## src/rtl/pair_lru_pkg.sv

```systemverilog
package pair_lru_pkg;

  // Which request updates the state in a given cycle
  typedef enum logic [1:0] {
    SRC_NONE = 2'd0,
    SRC_USE  = 2'd1,
    SRC_FILL = 2'd2,
    SRC_SW   = 2'd3
  } upd_src_e;

  // Number of entry pairs for n entries
  function automatic int pair_count(input int n);
    return (n * (n - 1)) / 2;
  endfunction

  // Bit position of pair (a,b), a < b. Pairs are ranked (0,1),(0,2),...,(n-2,n-1)
  // and the first pair in that ranking sits at the top bit.
  function automatic int pair_pos(input int n, input int a, input int b);
    int rank;
    rank = (a * (2 * n - a - 1)) / 2 + (b - a - 1);
    return pair_count(n) - 1 - rank;
  endfunction

endpackage

```

## src/rtl/plru_touch.sv

```systemverilog
// Next state after an entry is used: the entry becomes younger than every other.
// A pair bit of 1 means the lower-numbered entry of the pair is the older one.
module plru_touch
  import pair_lru_pkg::*;
#(
  parameter int N     = 4,
  parameter int IDX_W = $clog2(N),
  parameter int ST_W  = (N * (N - 1)) / 2
) (
  input  logic [ST_W-1:0]  cur,
  input  logic [IDX_W-1:0] idx,
  output logic [ST_W-1:0]  nxt
);

  for (genvar a = 0; a < N; a++) begin : g_lo
    for (genvar b = a + 1; b < N; b++) begin : g_hi
      localparam int POS = pair_pos(N, a, b);
      assign nxt[POS] = (idx == IDX_W'(a)) ? 1'b0 :
                        (idx == IDX_W'(b)) ? 1'b1 : cur[POS];
    end
  end

endmodule

```

## src/rtl/plru_victim.sv

```systemverilog
// Victim decode: an entry is the victim when it is older than every other entry.
module plru_victim
  import pair_lru_pkg::*;
#(
  parameter int N     = 4,
  parameter int IDX_W = $clog2(N),
  parameter int ST_W  = (N * (N - 1)) / 2
) (
  input  logic [ST_W-1:0]  st,
  output logic [N-1:0]     lru,
  output logic [IDX_W-1:0] victim,
  output logic             none
);

  logic m;

  always_comb begin
    for (int e = 0; e < N; e++) begin
      m = 1'b1;
      for (int o = 0; o < N; o++) begin
        if (o < e)      m = m & ~st[pair_pos(N, o, e)];
        else if (o > e) m = m &  st[pair_pos(N, e, o)];
      end
      lru[e] = m;
    end
  end

  // Patterns are mutually exclusive; with no match the victim falls back to 0.
  always_comb begin
    victim = '0;
    for (int e = N - 1; e >= 0; e--) begin
      if (lru[e]) victim = IDX_W'(e);
    end
  end

  assign none = ~|lru;

endmodule

```

## src/rtl/pair_lru_tracker.sv

```systemverilog
module pair_lru_tracker
  import pair_lru_pkg::*;
#(
  parameter  int NUM_ENTRIES = 4,
  localparam int IDX_W       = $clog2(NUM_ENTRIES),
  localparam int ST_W        = (NUM_ENTRIES * (NUM_ENTRIES - 1)) / 2
) (
  input  logic             clk,
  input  logic             rst_n,
  input  logic             use_valid,
  input  logic [IDX_W-1:0] use_idx,
  input  logic             sw_wr_en,
  input  logic [ST_W-1:0]  sw_wr_data,
  input  logic             miss_refill,
  output logic [ST_W-1:0]  state_q,
  output logic [IDX_W-1:0] victim_idx,
  output logic             illegal
);

  upd_src_e               upd_src;
  logic [IDX_W-1:0]       touch_idx;
  logic [ST_W-1:0]        touched;
  logic [ST_W-1:0]        state_d;
  logic [NUM_ENTRIES-1:0] entry_lru;

  // Precedence: software write, then refill, then use
  always_comb begin
    if (sw_wr_en)         upd_src = SRC_SW;
    else if (miss_refill) upd_src = SRC_FILL;
    else if (use_valid)   upd_src = SRC_USE;
    else                  upd_src = SRC_NONE;
  end

  assign touch_idx = (upd_src == SRC_FILL) ? victim_idx : use_idx;

  plru_touch #(
    .N     (NUM_ENTRIES),
    .IDX_W (IDX_W),
    .ST_W  (ST_W)
  ) u_touch (
    .cur (state_q),
    .idx (touch_idx),
    .nxt (touched)
  );

  always_comb begin
    unique case (upd_src)
      SRC_SW:            state_d = sw_wr_data;
      SRC_FILL, SRC_USE: state_d = touched;
      default:           state_d = state_q;
    endcase
  end

  always_ff @(posedge clk or negedge rst_n) begin
    if (!rst_n) state_q <= '0;
    else        state_q <= state_d;
  end

  plru_victim #(
    .N     (NUM_ENTRIES),
    .IDX_W (IDX_W),
    .ST_W  (ST_W)
  ) u_victim (
    .st     (state_q),
    .lru    (entry_lru),
    .victim (victim_idx),
    .none   (illegal)
  );

endmodule

```

## config.mk

```make
export PLATFORM = sky130hd
export DESIGN_NAME = pair_lru_tracker
export DESIGN_NICKNAME = d
export VERILOG_FILES = /design/src/rtl/pair_lru_pkg.sv /design/src/rtl/plru_touch.sv /design/src/rtl/plru_victim.sv /design/src/rtl/pair_lru_tracker.sv
export SDC_FILE = /design/constraint.sdc
export NUM_CORES = 1
export LEC_CHECK = 0
export BUFFER_PORTS_ARGS = -buffer_cell sky130_fd_sc_hd__buf_4
export CORE_AREA = 2 2 39 41
export CTS_CLUSTER_DIAMETER = 200
export DETAILED_ROUTE_END_ITERATION = 7
export DIE_AREA = 0 0 41 43
export GPL_TIMING_DRIVEN = 1
export PLACE_DENSITY = 0.72
export SETUP_SLACK_MARGIN = 0.02
export SLEW_MARGIN = 5
export SYNTH_ARGS = -nofsm -noshare
export SYNTH_HDL_FRONTEND = slang
export SYNTH_SLANG_ARGS = --single-unit
export TNS_END_PERCENT = 30
```

## constraint.sdc

```tcl
create_clock -name clk -period 4.8 [get_ports clk]
set_clock_uncertainty 0.2 [all_clocks]
set_input_delay 0 -clock clk [delete_from_list [all_inputs] [get_ports clk]]
set_output_delay 0 -clock clk [all_outputs]
set_load 0.01 [all_outputs]
```

==> results.md <==
- The run finished with clean final reports.
- After the first detailed-routing iteration, the DRC count stood at 11.
- The average cell area after synthesis is 9.43 sq um.
- The total power per unit cell area is 311 nW/um^2.
- The floorplan has 14 rows.
- The setup TNS after final layout is 0 ps.
- The flop and latch count out of synthesis is 6.
- Traced cell by cell, the critical path runs through or3_4, a31oi_4, nor4_2, nor4_2.
- The largest total area in the synthesized netlist belongs to dfrtp_1.
- The synthesis warning total is 0.
- The first global-routing pass estimated 2210 microns of wire.
- The die area is 1760 sq um.
- The clock root buffer is clkbuf_4.
- The top cell types in the final layout, fill and taps aside, are 21 x buf_4, 7 x dlygate4sd3_1, 6 x dfrtp_1.
- The wire length after detailed routing is 1390 microns.
- The netlist area before placement is 509 sq um.
- The share of synthesized cell area in full adder, half adder and majority cells is 4.91%.
- The quantity of I/O buffers inserted on ports is 21.
- Data on the critical path is required at its endpoint by 4750 ps.
- Clock-pin slew was measured on the worst setup and hold paths at 50 ps.
- The average via count per standard cell is 5.34.
- Setup repair after global routing left no endpoint under its margin.
- The total nets after synthesis is 69.
- The pin slew with the least headroom to its limit is 422 ps.
- The largest registers in the layout are state_q x6.
- In this run the deepest clock path goes through 2 buffers.
- The count of TritonRoute iterations in the first routing pass is 4.
- The number of sinks handled by clock tree synthesis is 6.
- Counting stages on the worst path, the most repeated cell is nor4_2.
- The number of antenna violations at the first check in global routing is 0.
- Sequential elements use 29.5% of the synthesized area.
- In this run the worst path has a maximum fanout of 7.
- The core area is 1380 sq um.
- Ranked by total cell area, the synthesized netlist is headed by dfrtp_1 29%, a31oi_4 8.4%, ha_1 4.9%.
- The master of the slowest instance on the critical path is or3_4.
- The final critical delay including setup and external delays is 1830 ps.
- The TritonCTS clock tree is yes.
- The total track usage is 18.8%.
- The area share of the largest cell type after synthesis is 29.5%.
- In this run the number of H-tree levels came out at 1.
- The library cell used most frequently in the layout, excluding fill and tap cells, is buf_4.
- The antenna diode instance count is 0.
- The detailed placer's ending HPWL is 1010 microns.
- The number of nets in the final layout is 100.
- The maximum vdd ir drop is 186 uV.
- The reported leakage power is 0.349 nW.
- The relative slew slack is 71.9%.
- The area growth from synthesis to final layout is 51.1%.
- The fraction of synthesized area in multiplexers is 3.93%.
- The hold violation count in the final report came to 0.
- The compound-cell area share of the yosys netlist is 22.1%.
- The kind of launch point of the worst setup path is a flop.
- The total placed cells including tap cells is 89.
- During I/O placement, the number of pins put on the boundary was 22.
- By area, the combinational part of the netlist is dominated by simple AND/OR/NAND/NOR gates.
- For this run, design rule violations remaining after detail routing come to 0.
- The endpoint type of the worst setup path is a flop.
- The clock buffer count from CTS is 3.
- Based on the critical path, the design can be clocked at up to 0.547 GHz.
- The remaining global-route overflow is 0.
- The class of the tightest hold or removal check is in -> reg.
- The simple logic cell fraction of the synthesized area is 35.4%.
- Counting every instance in the synthesized netlist gives 54.
- After clock tree synthesis, the setup repair step added 0 buffers.
- After detailed routing, the average wire length per cell comes to 14.0 microns.
- The data arrival time of the critical path is 1780 ps.
- The via count of the first global-routing pass is 523.
- The final cell count without fillers is 99.
- The final number of setup-violating endpoints is 0.
- The worst setup slack for register-to-register paths is 2970 ps.
- The placer's final routability congestion estimate is 0.743.
- The floorplan step set the die height to 43 microns.
- The synthesized netlist devotes 0% of its cell area to XOR and XNOR gates.
- Once the floorplan was initialized, standard cells occupied 36.8% of the core.
- Across the run, the number of max-cap violations was 0.
- Detailed routing inserted a total of 529 vias.
- The delay of the slowest cell on the worst path is 450 ps.
- The largest register by flop count is state_q.
- The detail route stage leaves a number of antenna-violating nets equal to 0.
- The register with the most flip-flops in the layout has 6 of them.
- The largest net degree at the start of global routing is 14.
- The category of the critical setup timing path is reg -> reg.
- The period utilization is 38.1%.
- The clock latency of the later-clocked register in the worst-skew pair is 260 ps.
- The post-synthesis cell type count is 27.
- The number of slew-limit violations in the final report is 0.
- The share of post-route cells with drive strength above 1 is 38.6%.
- The die is 41 microns wide.
==> final cells by class <==
class	instances	area, sq um
fill	121	614
multi-input combinational	43	338
timing repair buffer	28	228
sequential	6	150
clock buffer	3	22.5
tap	16	20.0
inverter	3	11.3
==> through the flow <==
stage / hold WS, ps / cell area, sq um / util, % / total power, mW / setup WS [ps]
4_1_cts: 23.0 / 769 / 55.6 / 0.240 / 2950
3_3_place_gp: -387 / 677 / 48.9 / 0.185 / 2970
5_1_grt: 50.4 / 769 / 55.6 / 0.257 / 2900
6_report: 12.5 / 769 / 55.6 / 0.240 / 2970
3_5_place_dp: -388 / 677 / 48.9 / 0.187 / 2910
2_1_floorplan: -496 / 509 / - / 0.137 / 3080
==> report_power, final <==
group / switching, mW / internal (mW)
logic: 0.0535 / 0.0599
clock network: 0.0206 / 0.0284
registers: 0.0157 / 0.0615
total: 0.0898 / 0.150
==> repair_timing <==
item | CTS | global route
hold endpoints to repair | 11 | 0
resized for setup | 0 | 0
hold buffers | 7 | 0
==> worst paths after layout <==
| check | start | end | cells past startpoint |
|---|---|---|---|
| worst max-delay path | state_q[1] | state_q[5] | 4 |
| worst min-delay path | sw_wr_data[2] | state_q[2] | 4 |
| worst max register to register | state_q[1] | state_q[5] | 4 |
| worst min register to register | state_q[1] | state_q[1] | 2 |
| max in group asynchronous | rst_n | state_q[5] | 3 |
| min in group asynchronous | rst_n | state_q[4] | 3 |
==> synth_stat cells, drive strengths merged <==
cell    number
dfrtp        6
nor2         5
nand2        4
nor2b        4
inv          3
nand3        3
nor4         3
a211oi       2
a22oi        2
a31oi        2
buf          2
ha           2
mux2i        2
nand2b       2
or3b         2
a21oi        1
a222oi       1
a31o         1
nand3b       1
nor3         1
nor3b        1
o311ai       1
o31ai        1
or2          1
or3          1
==> cell families after synthesis <==
| logic type | Yosys count |
|---|---|
| muxes | 2 |
| buffers and inverters | 5 |
| DFF | 6 |
| and+or+nand+nor | 28 |
| AOI/OAI and AO/OA | 11 |
| adders and majority gates | 2 |
==> layer usage <==
layer,up-vias,routed length (microns),track usage (%)
li1,261,-,-
met4,0,27,6.00
met1,245,547,19.7
met5,-,0,0
met3,4,90,8.38
met2,19,719,31.6
==> worst max-delay path, delay by kind of cell, from the launching register on <==
kind	cells	cell delay, ps
compound gates	1	270
flops	1	420
simple gates	3	830
Power figures use the tool's default switching activity.
